===== config.mk =====
export PLATFORM = sky130hd
export DESIGN_NAME = vidctl_i2c_regbank
export DESIGN_NICKNAME = d
export VERILOG_FILES = /design/src/rtl/vidctl_pkg.sv /design/src/rtl/i2c_line_sync.sv /design/src/rtl/i2c_wr_rx.sv /design/src/rtl/ctl_regfile.sv /design/src/rtl/vidctl_i2c_regbank.sv
export SDC_FILE = /design/constraint.sdc
export NUM_CORES = 1
export LEC_CHECK = 0
export BUFFER_PORTS_ARGS = -buffer_cell sky130_fd_sc_hd__buf_2
export CORE_MARGIN = 4
export CORE_UTILIZATION = 45
export DETAILED_ROUTE_END_ITERATION = 10
export GPL_TIMING_DRIVEN = 0
export PLACE_DENSITY = 0.74
export SLEW_MARGIN = 5
export SYNTH_ARGS = -nofsm -noshare
export SYNTH_HDL_FRONTEND = slang
export SYNTH_SLANG_ARGS = --single-unit

===== constraint.sdc =====
create_clock -name clk -period 5.6 [get_ports clk]
set_clock_uncertainty 0.05 [all_clocks]
set_input_delay 0 -clock clk [delete_from_list [all_inputs] [get_ports clk]]
set_output_delay 0 -clock clk [all_outputs]
set_load 0.05 [all_outputs]

===== src/rtl/vidctl_pkg.sv =====
package vidctl_pkg;
  localparam int REG_W    = 8;
  localparam int NUM_REGS = 4;
  localparam int SUB_W    = 8;
  localparam logic [6:0] DEV_ADDR = 7'b0010101;

  typedef enum logic [2:0] {
    RX_IDLE, RX_ADDR, RX_ADDR_ACK, RX_SUB, RX_SUB_ACK, RX_DATA, RX_DATA_ACK
  } rx_state_t;

  function automatic logic [REG_W-1:0] reg_default(input int idx);
    case (idx)
      0:       reg_default = 8'h03;
      1:       reg_default = 8'h04;
      2:       reg_default = 8'h10;
      default: reg_default = 8'h00;
    endcase
  endfunction

  function automatic logic [2:0] line_decode(input logic [2:0] code);
    case (code)
      3'b000:  line_decode = 3'd4;
      3'b001:  line_decode = 3'd0;
      3'b010:  line_decode = 3'd1;
      3'b011:  line_decode = 3'd2;
      3'b100:  line_decode = 3'd3;
      3'b101:  line_decode = 3'd5;
      3'b110:  line_decode = 3'd7;
      default: line_decode = 3'd6;
    endcase
  endfunction
endpackage


===== src/rtl/i2c_line_sync.sv =====
module i2c_line_sync #(
  parameter int STAGES = 2
) (
  input  logic clk,
  input  logic rst,
  input  logic line_i,
  output logic level_o,
  output logic rise_o,
  output logic fall_o
);
  logic [STAGES-1:0] stage_q;
  logic              prev_q;

  generate
    for (genvar g = 0; g < STAGES; g++) begin : g_stage
      if (g == 0) begin : g_first
        always_ff @(posedge clk) begin
          if (rst) stage_q[g] <= 1'b1;
          else     stage_q[g] <= line_i;
        end
      end else begin : g_next
        always_ff @(posedge clk) begin
          if (rst) stage_q[g] <= 1'b1;
          else     stage_q[g] <= stage_q[g-1];
        end
      end
    end
  endgenerate

  always_ff @(posedge clk) begin
    if (rst) prev_q <= 1'b1;
    else     prev_q <= stage_q[STAGES-1];
  end

  assign level_o = stage_q[STAGES-1];
  assign rise_o  = stage_q[STAGES-1] & ~prev_q;
  assign fall_o  = ~stage_q[STAGES-1] & prev_q;
endmodule


===== src/rtl/i2c_wr_rx.sv =====
module i2c_wr_rx
  import vidctl_pkg::*;
#(
  parameter logic [6:0] ADDR7 = DEV_ADDR,
  parameter int NREG  = NUM_REGS,
  parameter int PTR_W = SUB_W
) (
  input  logic             clk,
  input  logic             rst,
  input  logic             scl_lvl,
  input  logic             scl_rise,
  input  logic             scl_fall,
  input  logic             sda_lvl,
  input  logic             sda_rise,
  input  logic             sda_fall,
  output logic             sda_pull,
  output logic             wr_en,
  output logic [PTR_W-1:0] wr_addr,
  output logic [7:0]       wr_data
);
  localparam logic [7:0] ADDR_BYTE = {ADDR7, 1'b0};

  rx_state_t        state;
  logic [3:0]       bit_cnt;
  logic [7:0]       shreg;
  logic [PTR_W-1:0] ptr;
  logic             start_c, stop_c, byte_end;

  assign start_c  = scl_lvl & sda_fall;
  assign stop_c   = scl_lvl & sda_rise;
  assign byte_end = scl_fall && (bit_cnt == 4'd8);

  always_ff @(posedge clk) begin
    if (rst) begin
      state    <= RX_IDLE;
      bit_cnt  <= '0;
      shreg    <= '0;
      ptr      <= '0;
      sda_pull <= 1'b0;
      wr_en    <= 1'b0;
      wr_addr  <= '0;
      wr_data  <= '0;
    end else begin
      wr_en <= 1'b0;
      if (start_c) begin
        state    <= RX_ADDR;
        bit_cnt  <= '0;
        sda_pull <= 1'b0;
      end else if (stop_c) begin
        state    <= RX_IDLE;
        sda_pull <= 1'b0;
      end else begin
        case (state)
          RX_ADDR, RX_SUB, RX_DATA: begin
            if (scl_rise) begin
              shreg   <= {shreg[6:0], sda_lvl};
              bit_cnt <= bit_cnt + 4'd1;
            end else if (byte_end) begin
              if (state == RX_ADDR) begin
                if (shreg == ADDR_BYTE) begin
                  state    <= RX_ADDR_ACK;
                  sda_pull <= 1'b1;
                end else begin
                  state <= RX_IDLE;
                end
              end else if (state == RX_SUB) begin
                ptr      <= shreg[PTR_W-1:0];
                state    <= RX_SUB_ACK;
                sda_pull <= 1'b1;
              end else begin
                wr_en    <= 1'b1;
                wr_addr  <= ptr;
                wr_data  <= shreg;
                if (ptr < PTR_W'(NREG)) ptr <= ptr + 1'b1;
                state    <= RX_DATA_ACK;
                sda_pull <= 1'b1;
              end
            end
          end
          RX_ADDR_ACK, RX_SUB_ACK, RX_DATA_ACK: begin
            if (scl_fall) begin
              sda_pull <= 1'b0;
              bit_cnt  <= '0;
              state    <= (state == RX_ADDR_ACK) ? RX_SUB : RX_DATA;
            end
          end
          default: ;
        endcase
      end
    end
  end

  // acknowledge pull-down moves only while the clock is low
  assert_pull_clk_low_R4: assert property (@(posedge clk) disable iff (rst)
    (sda_pull != $past(sda_pull)) |-> !$past(scl_lvl));

  // address acknowledge only after the device's own write byte
  assert_ack_own_addr_R2: assert property (@(posedge clk) disable iff (rst)
    (state == RX_ADDR_ACK) |-> (shreg == ADDR_BYTE));

  // pointer advances after every data byte inside the bank
  assert_ptr_step_R5: assert property (@(posedge clk) disable iff (rst)
    (state == RX_DATA && byte_end && !start_c && !stop_c && ptr < PTR_W'(NREG))
    |=> (ptr == $past(ptr) + 1'b1));
endmodule


===== src/rtl/ctl_regfile.sv =====
module ctl_regfile
  import vidctl_pkg::*;
#(
  parameter int NREG  = NUM_REGS,
  parameter int PTR_W = SUB_W
) (
  input  logic                       clk,
  input  logic                       rst,
  input  logic                       wr_en,
  input  logic [PTR_W-1:0]           wr_addr,
  input  logic [7:0]                 wr_data,
  input  logic                       vsync_i,
  input  logic                       dreq_i,
  output logic [NREG-1:0][REG_W-1:0] cfg_o,
  output logic [1:0]                 mode_o
);
  always_ff @(posedge clk) begin
    if (rst) begin
      for (int i = 0; i < NREG; i++) cfg_o[i] <= reg_default(i);
    end else if (wr_en) begin
      for (int i = 0; i < NREG; i++)
        if (wr_addr == PTR_W'(i)) cfg_o[i] <= wr_data;
    end
  end

  // pending mode sits in cfg_o[0][7:6]; commit window is blanking plus request
  always_ff @(posedge clk) begin
    if (rst)                   mode_o <= reg_default(0)[7:6];
    else if (vsync_i && dreq_i) mode_o <= cfg_o[0][7:6];
  end

  // active mode changes only after a commit window
  assert_mode_commit_R8: assert property (@(posedge clk) disable iff (rst)
    (mode_o != $past(mode_o)) |-> $past(vsync_i && dreq_i));

  // writes past the bank leave every register unchanged
  assert_ignore_beyond_R6: assert property (@(posedge clk) disable iff (rst)
    (wr_en && wr_addr >= PTR_W'(NREG)) |=> $stable(cfg_o));
endmodule


===== src/rtl/vidctl_i2c_regbank.sv =====
module vidctl_i2c_regbank
  import vidctl_pkg::*;
#(
  parameter logic [6:0] ADDR7 = DEV_ADDR,
  parameter int SYNC_STAGES = 2
) (
  input  logic       clk,
  input  logic       rst,
  input  logic       scl_i,
  input  logic       sda_i,
  output logic       sda_pull_o,
  input  logic       vsync_i,
  input  logic       dreq_i,
  output logic [1:0] mode_o,
  output logic       narrow_frame_o,
  output logic       split_screen_o,
  output logic       vcr_o,
  output logic       nr_en_o,
  output logic       in8_o,
  output logic [2:0] frame_luma_o,
  output logic [4:0] sn_low_o,
  output logic [4:0] sn_high_o,
  output logic [2:0] meas_line_o,
  output logic       force_class_en_o,
  output logic [1:0] force_class_o,
  output logic       force_coef_en_o,
  output logic [3:0] force_coef_o
);
  logic scl_lvl, scl_rise, scl_fall;
  logic sda_lvl, sda_rise, sda_fall;
  logic                          wr_en;
  logic [SUB_W-1:0]              wr_addr;
  logic [7:0]                    wr_data;
  logic [NUM_REGS-1:0][REG_W-1:0] cfg;
  logic                          unused_r0_b4;

  i2c_line_sync #(.STAGES(SYNC_STAGES)) u_scl (
    .clk(clk), .rst(rst), .line_i(scl_i),
    .level_o(scl_lvl), .rise_o(scl_rise), .fall_o(scl_fall));

  i2c_line_sync #(.STAGES(SYNC_STAGES)) u_sda (
    .clk(clk), .rst(rst), .line_i(sda_i),
    .level_o(sda_lvl), .rise_o(sda_rise), .fall_o(sda_fall));

  i2c_wr_rx #(.ADDR7(ADDR7), .NREG(NUM_REGS), .PTR_W(SUB_W)) u_rx (
    .clk(clk), .rst(rst),
    .scl_lvl(scl_lvl), .scl_rise(scl_rise), .scl_fall(scl_fall),
    .sda_lvl(sda_lvl), .sda_rise(sda_rise), .sda_fall(sda_fall),
    .sda_pull(sda_pull_o), .wr_en(wr_en), .wr_addr(wr_addr), .wr_data(wr_data));

  ctl_regfile #(.NREG(NUM_REGS), .PTR_W(SUB_W)) u_regs (
    .clk(clk), .rst(rst), .wr_en(wr_en), .wr_addr(wr_addr), .wr_data(wr_data),
    .vsync_i(vsync_i), .dreq_i(dreq_i), .cfg_o(cfg), .mode_o(mode_o));

  assign narrow_frame_o   = cfg[0][5];
  assign unused_r0_b4     = cfg[0][4];
  assign split_screen_o   = cfg[0][3];
  assign vcr_o            = cfg[0][2];
  assign nr_en_o          = cfg[0][1];
  assign in8_o            = cfg[0][0];
  assign frame_luma_o     = cfg[1][7:5];
  assign sn_low_o         = cfg[1][4:0];
  assign meas_line_o      = line_decode(cfg[2][7:5]);
  assign sn_high_o        = cfg[2][4:0];
  assign force_class_en_o = cfg[3][7];
  assign force_class_o    = cfg[3][6:5];
  assign force_coef_en_o  = cfg[3][4];
  assign force_coef_o     = cfg[3][3:0];
endmodule


==> metrics, run 1 <==
status=finished clean; fmax=514 MHz; pre-CTS setup slack=between 3000 and 4000 ps; Vias/cell=~5; Avg Inst Size Synth=9.39 µm²; Synth cell types=45; ys async rst share=0%; Yosys warning total=0; PostCTS Resize Cnt=0; VDD IR max=about 0.13 mV; Vias=2559; TritonCTS Buffers=9; area grow syn2layout=17.5%; Final setup viols=0; Worst slew margin=59.2%; largest net degree at the start of global routing=15; CTS Hold Bufs=6; worst setup slack after layout=3650 ps; Setup crit end kind=flop; initial antenna violation count=0; clock transition at the registers of the reported paths=roughly 80 ps; WHS=29.9 ps; IO Pins=38; Mapped Nets=370; CTS Sinks=80; Mapped Area=about 3400 µm²; CTS tree=done; reg2reg setup slack=~3700 ps; Row Count=31; Post-CTS Setup Bufs=0; CP startpoint kind=flop; pwr dens=about 270 nW/µm²; number of synthesized flops with an enable pin=0; Synth Flop Type=dfxtp_1; setup TNS=0 ps; 1st-iter DRT viols=approximately 100; post-synthesis register bit count=80; global-route wire length before repair=about 11000 µm; layout cells sized above 1=22.2%; RSZ-0062 raised after global routing=no; Die ar.=8990 µm²; initial core utilization=roughly 46%; register area share after synthesis=47.2%; DPL Wire Length=4950 µm; Slew Limit Fails=0; Crit Path Class=flop to flop; post-layout min period=1950 ps; Design Power=approximately 1.1 mW; TritonRoute pass-1 iters=4; # fillers=roughly 670; Tightest Hold Check Type=input port to flop; H-tree Lvls=3; Port Buf Inserts=36; GPL Wtd Cong=0.893; Worst Path Arrival=2120 ps; All-Layer GR Usage=16.2%; final WL=6850 µm; final core occ=between 50% and 60%; die height=between 90 and 100 µm; maxcap violations=0; nets@finish=423; Hold Vio Cnt, Final=0; worst-case clock buffer depth=2; Worst Tran Pin Value=around 610 ps; vias in the first global route=2293; remaining antenna violation count after routing=0; Die X=~95 µm; Root Driver=clkbuf_8; cell count after synthesis=between 300 and 400; GRT overflow=0; final worst path period share=between 30% and 40%; number of remaining DRC errors=0; worst path required time=around 5800 ps; core footprint=7290 µm²; commonest non-fill, non-tap cells in the layout=80 x dfxtp_1, 70 x nor2_1, 57 x mux2i_1, 41 x buf_2, 24 x nand2_1; leakage=1.65 nW; diodes inserted=0; worst skew pair latency=350 ps; Crit Path Max Fanout=10; WL/cell=between 10 and 15 µm; most common cell after layout, fill and taps aside=dfxtp_1
==> cells by family (layout without fill, tap and decap cells) <==
kind of cell | Yosys count | in the layout | synth area share, %
adder cells (fa/ha/maj) | 3 | 3 | 1.11
XOR/XNOR | 6 | 6 | 1.55
AND/OR/NAND/NOR | 139 | 139 | 19.5
flip-flops | 80 | 80 | 47.3
multiplexers | 58 | 58 | 17.2
buffers and inverters | 42 | 100 | 7.16
AO/OA/AOI/OAI | 33 | 33 | 6.24
==> power breakdown <==
| part | switching [mW] | internal (mW) |
|---|---|---|
| logic | 0.0161 | 0.00771 |
| clock network | 0.211 | 0.266 |
| registers | 0.00137 | 0.570 |
==> layout make-up <==
class	count	area, µm²	area share [%]
repair buffers	42	240	6.03
inverters	6	22.5	0.566
clock buffers	10	138	3.46
clock inverters	6	90.1	2.26
flip-flops and latches	80	1600	40.2
multi-input cells	239	1550	38.8
well taps	99	124	3.11
plain buffers	36	220	5.53
==> metal layers <==
metal	vias up	global-route usage (%)	part of all wire, %
met5	-	0	0
met4	0	4.69	1.1
met3	5	4.30	4.3
met2	56	27.4	48
met1	1190	20.2	47
li1	1308	-	-
==> final timing paths <==
kind | end | depth (start not counted) | from
setup / recovery | u_rx.wr_data[3] | 8 | u_rx.bit_cnt[0]
hold / removal | u_rx.ptr[2] | 3 | rst
setup reg to reg | u_rx.wr_data[3] | 8 | u_rx.bit_cnt[0]
hold reg to reg | u_sda.level_o | 1 | u_sda.stage_q[0]
==> stage by stage <==
step                cell area (µm²)  instances
floorplan                      3390        361
global placement               3690        496
detailed placement             3690        496
CTS                            3980        518
global route                   3980        518
finish                         3980        518
==> cells in the mapped netlist (3+ instances only) <==
cell type / number / area share, %
a21oi_1: 12 / 1.8
nor2_1: 70 / 7.8
o21ai_0: 6 / 0.89
ha_1: 3 / 1.1
buf_2: 5 / 0.74
dfxtp_1: 80 / 47
mux2i_1: 57 / 17
or2_2: 7 / 1.3
xor2_1: 4 / 1.0
o22ai_1: 3 / 0.55
buf_4: 19 / 4.2
and3_1: 3 / 0.55
nand2b_1: 4 / 0.74
inv_1: 6 / 0.66
nand2_1: 24 / 2.7
nand3_1: 7 / 1.0
clkbuf_1: 11 / 1.2
==> registers in the layout, summed over array words and instances (netlist names), 2 cells and up <==
register and cells:
u_rx.ptr 8, u_rx.bit_cnt 4, u_regs.mode_o 2, u_rx.shreg 8, u_rx.state 3, u_rx.wr_addr 8
u_regs.cfg_o 31, u_rx.wr_data 8
==> worst max-delay path: stages, from the launching register on <==
cell	delay, ps
dfxtp_1	330
inv_1	90
ha_1	160
nand4b_1	150
nor3_1	190
buf_2	270
buf_2	310
mux2i_1	220
nor2_1	60
(Power assumes the default switching activity.)
==> run 2: changes to the inputs <==
--- a/config.mk
+++ b/config.mk
@@ -10,7 +10,7 @@
 export CORE_UTILIZATION = 45
 export DETAILED_ROUTE_END_ITERATION = 10
 export GPL_TIMING_DRIVEN = 0
-export PLACE_DENSITY = 0.74
+export PLACE_DENSITY = 0.76
 export SLEW_MARGIN = 5
 export SYNTH_ARGS = -nofsm -noshare
 export SYNTH_HDL_FRONTEND = slang
==> constraint.sdc (replaced) <==
create_clock -name clk -period 1.7 [get_ports clk]
set_clock_uncertainty 0.05 [all_clocks]
set_input_delay 0 -clock clk [delete_from_list [all_inputs] [get_ports clk]]
set_output_delay 0 -clock clk [all_outputs]
set_load 0.05 [all_outputs]
==> run 2 against run 1 <==
  * The run now ends with setup timing left
  * Core utilization up 3.7 points
  * Design area up 6.8%
  * Critical path depth down 2
  * Combinational power rose to 3.6 times the previous value
  * Count of clock-buffer cells in the layout down 1
  * First-iteration DRC count up 54%
  * Global-route usage up 1.3 points
  * Highest routed layer unchanged
==> metrics, run 2 (synthesized netlist as in run 1, its figures left out) <==
Port Buf Inserts=36 (unchanged); RSZ-0062 raised after global routing=yes; Design Power=3.24 mW (+200%); diodes inserted=0 (unchanged); GRT overflow=0 (unchanged); GPL Wtd Cong=0.846 (-5.2%); Slowest cell on crit path=or4_4; status=complete, but fails checks; WHS=27.4 ps (-2.43 ps); leakage=1.77 nW (+6.9%); Setup crit end kind=flop; All-Layer GR Usage=17.5% (+1.3 points); fmax=559 MHz (+8.7%); Buf/Inv on CP=1 (-2); maxcap violations=0 (unchanged); Slew Limit Fails=0 (unchanged); core footprint=7290 µm² (unchanged); WL/cell=13.8 µm (+4.1%); area grow syn2layout=25.5%; Worst Path Arrival=1960 ps (-160 ps); failing checks=setup timing; initial core utilization=46.5% (unchanged); nets@finish=440 (+4.0%); Tightest Hold Check Type=input port to flop; worst path required time=1870 ps (-3900 ps); number of remaining DRC errors=0 (unchanged); area of the multi-input gates=1680 µm² (+8.7%); H-tree Lvls=3 (unchanged); pwr dens=761 nW/µm² (+180%); Critical Path, Cell by Cell=or4_4 -> nor4_4 -> o21a_2 -> buf_6 -> mux2i_2 -> a21oi_2; 1st-iter DRT viols=156 (+54%); setup TNS=-1020 ps (-1020 ps); worst skew pair latency=360 ps (about the same); Die ar.=8990 µm² (unchanged); Worst Tran Pin Value=566 ps (-44.9 ps); number of flip-flops under the largest register name=31 (unchanged); CTS Sinks=80 (unchanged); Seq. cell area=1610 µm² (+0.70%); VDD IR max=0.408 mV (+200%); commonest non-fill, non-tap cells in the layout=73 x dfxtp_1, 69 x nor2_1, 54 x mux2i_1, 37 x buf_4, 37 x buf_2; final worst path period share=105% (+71 points); Largest Register=u_regs.cfg_o; die height=94.8 µm (unchanged); CTS tree=done; CP startpoint kind=flop; TritonRoute pass-1 iters=4 (unchanged); worst-case clock buffer depth=2 (unchanged); post-layout min period=1790 ps (-157 ps); most common cell after layout, fill and taps aside=dfxtp_1; Worst slew margin=62.3% (+3.1 points); TritonCTS Buffers=9 (unchanged); Crit Path Class=flop to flop; final WL=7370 µm (+7.6%); IO Pins=38 (unchanged); Die X=94.8 µm (unchanged); largest net degree at the start of global routing=16 (+1); Root Driver=clkbuf_8; Vias=2691 (+5.2%); delay-heaviest family, CP=simple AND/OR/NAND/NOR gates; worst setup slack after layout=-90.4 ps (-3740 ps); Row Count=31 (unchanged); DPL Wire Length=4820 µm (-2.7%); vias in the first global route=2594 (+13%); Final setup viols=22 (+22); remaining antenna violation count after routing=0 (unchanged); layout cells sized above 1=31.4% (+9.2 points); Crit Path Max Fanout=4 (-6); global-route wire length before repair=12300 µm (+9.0%); Vias/cell=5.03 (+1.8%); max incr delay on CP=540 ps (+210 ps); Hold Vio Cnt, Final=0 (unchanged); # fillers=646 (-3.7%); clock transition at the registers of the reported paths=80 ps (about the same); initial antenna violation count=0 (unchanged)
[run 2: cell count changes in the layout (fill, tap and decap cells not counted), moves of 4 or more]
cell | previous run | this run
dfxtp_1 | 80 | 73
buf_2 | 41 | 37
buf_4 | 19 | 37
dfxtp_2 | 0 | 6
[run 2: final cells by class]
| cell class | count | share of cell area [%] |
|---|---|---|
| multi-input cells | 239 | 39.5 |
| well taps | 99 | 2.91 |
| clock buffers | 9 | 2.91 |
| repair buffers | 61 | 9.56 |
| clock inverters | 7 | 1.27 |
| flip-flops and latches | 80 | 37.9 |
| plain buffers | 34 | 5.41 |
| inverters | 6 | 0.530 |
[run 2: repair_timing]
| item | CTS | global route |
|---|---|---|
| hold endpoints to repair | 4 | 0 |
| hold buffers | 5 | 0 |
| setup buffers | 13 | 6 |
| cloned | 1 | 0 |
| endpoints found under the setup margin | 56 | 56 |
| resized for setup | 26 | 19 |
| pin swaps | 10 | 6 |
[run 2: tightest hold or removal path: stages]
cell      delay [ps]
clkbuf_1         140
nor2_1           130
a32o_1           130
[run 2: final timing paths]
check                        to  slack, ps  cells after the start             start
setup reg to reg    u_rx.ptr[0]        -90                      6       u_rx.ptr[5]
hold reg to reg   u_sda.level_o        360                      1  u_sda.stage_q[0]
setup / recovery    u_rx.ptr[0]        -90                      6       u_rx.ptr[5]
hold / removal      u_rx.ptr[2]         30                      3               rst
[run 2: where the power goes]
part           switching (mW)  internal, mW  leakage, nW
Clock                   0.728         0.539       0.0822
Combinational          0.0583        0.0279         1.04
Sequential            0.00561          1.88        0.649
Total                   0.792          2.44         1.77
[run 2: per-layer routing]
layer  global-route usage, %  part of all wire, %  up-vias
li1                        -                    -     1355
met3                    3.11                  3.9       15
met4                    8.17                  2.1        0
met2                    29.5                   49       60
met1                    21.6                   45     1261
met5                       0                    0        -
[run 2: per-stage QoR]
| stage | area (µm²) | cells | utilization (%) | worst slack, ps |
|---|---|---|---|---|
| floorplan | 3390 | 361 | - | 4.98 |
| global placement | 3700 | 496 | 50.7 | -223 |
| detailed placement | 3700 | 496 | 50.7 | -258 |
| CTS | 4120 | 529 | 56.5 | -82.8 |
| global route | 4250 | 535 | 58.3 | -186 |
| finish | 4250 | 535 | 58.3 | -90.4 |
==> run 3: changes to the inputs <==
--- a/config.mk
+++ b/config.mk
@@ -5,12 +5,14 @@
 export SDC_FILE = /design/constraint.sdc
 export NUM_CORES = 1
 export LEC_CHECK = 0
-export BUFFER_PORTS_ARGS = -buffer_cell sky130_fd_sc_hd__buf_2
 export CORE_MARGIN = 4
 export CORE_UTILIZATION = 45
+export CTS_BUF_LIST = sky130_fd_sc_hd__clkbuf_4 sky130_fd_sc_hd__clkbuf_8
 export DETAILED_ROUTE_END_ITERATION = 10
+export DONT_BUFFER_PORTS = 1
 export GPL_TIMING_DRIVEN = 0
-export PLACE_DENSITY = 0.76
+export PLACE_DENSITY = 0.72
+export REMOVE_ABC_BUFFERS = 1
 export SLEW_MARGIN = 5
 export SYNTH_ARGS = -nofsm -noshare
 export SYNTH_HDL_FRONTEND = slang
==> run 3 against run 2 <==
  * The run ends with hold timing, setup timing left
  * Core utilization decreased by 3.5 points
  * Count of clock-buffer cells in the layout up 1
  * Sequential cell count is the same
  * Final cell count fell by 11%
  * Worst hold slack lost 350 ps
  * Worst setup slack lost 55 ps
  * Power grew 4.7%
  * Wire length decreased by 4.4%
  * Sequential share of layout area rose by 2.5 points
  * Critical endpoint unchanged
  * Largest power group unchanged
==> metrics, run 3 (synthesized netlist as in run 1, its figures left out) <==
Critical Path, Cell by Cell=or4_4 -> nor4_4 -> o21a_2 -> buf_6 -> mux2i_1 -> a21oi_1; Crit Path Class=flop to flop; global-route wire length before repair=11100 µm (-9.7%); Die ar.=8990 µm² (unchanged); Crit Path Max Fanout=6 (+2); Design Power=3.39 mW (+4.7%); TritonRoute pass-1 iters=4 (unchanged); IO Pins=38 (unchanged); maxcap violations=0 (unchanged); reg2reg setup slack=-150 ps (-50 ps); Slowest cell on crit path=or4_4; final core occ=54.8% (-3.5 points); final worst path period share=109% (+3.2 points); number of flip-flops under the largest register name=31 (unchanged); Vias=2475 (-8.0%); WL/cell=14.8 µm (+7.5%); Root Driver=clkbuf_8; final WL=7050 µm (-4.4%); Slew Limit Fails=0 (unchanged); Final setup viols=7 (-68%); 1st-iter DRT viols=81 (-48%); # fillers=669 (+3.6%); vias in the first global route=2318 (-11%); failing checks=hold timing, setup timing; worst path required time=1890 ps (+20 ps); CTS Hold Bufs=14 (+9); die height=94.8 µm (unchanged); diodes inserted=0 (unchanged); most common cell after layout, fill and taps aside=dfxtp_1; dpl cell area=3320 µm² (-10%); CTS Sinks=80 (unchanged); RSZ-0062 raised after global routing=yes; initial core utilization=46.5% (unchanged); fmax=542 MHz (-3.0%); WHS=-320 ps (-347 ps); worst-case clock buffer depth=2 (unchanged); worst setup slack after layout=-145 ps (-54.8 ps); remaining antenna violation count after routing=0 (unchanged); DPL Wire Length=4220 µm (-12%); Worst Path Arrival=2040 ps (+80 ps); All-Layer GR Usage=15.9% (-1.6 points); CP startpoint kind=flop; Port Buf Inserts=0 (-100%); Hold Path Origin=rst; commonest non-fill, non-tap cells in the layout=72 x dfxtp_1, 69 x nor2_1, 55 x mux2i_1, 24 x nand2_1, 15 x buf_4; largest net degree at the start of global routing=70 (+54); initial antenna violation count=0 (unchanged); Worst Tran Pin Value=613 ps (+47.7 ps); Row Count=31 (unchanged); worst skew pair latency=350 ps (about the same); leakage=1.52 nW (-14%); pre-CTS setup slack=-535 ps (-277 ps); pwr dens=848 nW/µm² (+11%); Hold Vio Cnt, Final=60 (+60); layout cells sized above 1=21.0% (-10 points); GPL Wtd Cong=0.812 (-4.1%); VDD IR max=0.372 mV (-8.8%); core footprint=7290 µm² (unchanged); Critical path origin=u_rx.ptr[2]; GRT overflow=0 (unchanged); Worst slew margin=59.1% (-3.2 points); Tightest Hold Check Type=input port to flop; FF-to-FF Start=u_rx.ptr[2]; status=complete, but fails checks; CTS tree=done; H-tree Lvls=3 (unchanged); max incr delay on CP=520 ps (-20 ps); nets@finish=381 (-13%); clock transition at the registers of the reported paths=80 ps (about the same); TritonCTS Buffers=9 (unchanged); Largest Register=u_regs.cfg_o; Die X=94.8 µm (unchanged); post-route cell area=4000 µm² (-6.1%); area grow syn2layout=17.9%; Vias/cell=5.20 (+3.4%); post-layout min period=1850 ps (+54.8 ps); Setup crit end kind=flop; number of remaining DRC errors=0 (unchanged)
run 3: cell count changes in the layout (fill, tap and decap cells not counted), moves of 2 or more:
cell           change
clkbuf_1           -9
dlygate4sd3_1      +9
buf_4             -22
clkinvlp_4         -3
buf_6              +2
buf_2             -37
run 3: critical path: cells and delay by family (launching register included):
kind	cells	cell delay, ps
muxes	1	210
and+or+nand+nor	2	670
DFF	1	350
AOI/OAI and AO/OA	2	330
buffers and inverters	1	130
run 3: path summary, 6_finish.rpt:
path | to | cells after the start
worst max-delay path | u_rx.ptr[0] | 6
worst min-delay path | u_rx.state[0] | 1
worst max register to register | u_rx.ptr[0] | 6
worst min register to register | u_rx.ptr[4] | 2
run 3: timing repair:
item | in CTS | in global routing
endpoints found under the setup margin | 59 | 54
pin swaps | 13 | 13
cloned | 0 | 1
resized for setup | 22 | 25
hold endpoints to repair | 72 | 60
buffers inserted | 13 | 6
run 3: report_power, final:
group          total (mW)  leakage (nW)  switching (mW)  internal, mW
Sequential           1.89         0.650         0.00899          1.88
Clock                1.45         0.108           0.710         0.739
Combinational      0.0546         0.765          0.0257        0.0289
run 3: routing by layer:
metal  wire, µm  GRT usage (%)  up-vias
li1           -              -     1231
met1       3010           19.0     1173
met5          0              0        -
met3        441           6.45       16
met2       3440           25.7       55
met4        157           5.53        0
run 3: layout make-up:
class	count	area, µm²	area share, %
multi-input combinational	239	1680	42.1
sequential	80	1620	40.5
timing repair buffer	36	340	8.52
clock buffer	10	138	3.45
tap	99	124	3.10
clock inverter	6	73.8	1.85
inverter	6	22.5	0.564
run 3: through the flow:
step	TNS (ps)	std cells
6_report	-403	476
5_1_grt	-2850	476
4_1_cts	-315	469
3_5_place_dp	-12640	426
3_3_place_gp	-42220	424
2_1_floorplan	-23440	325
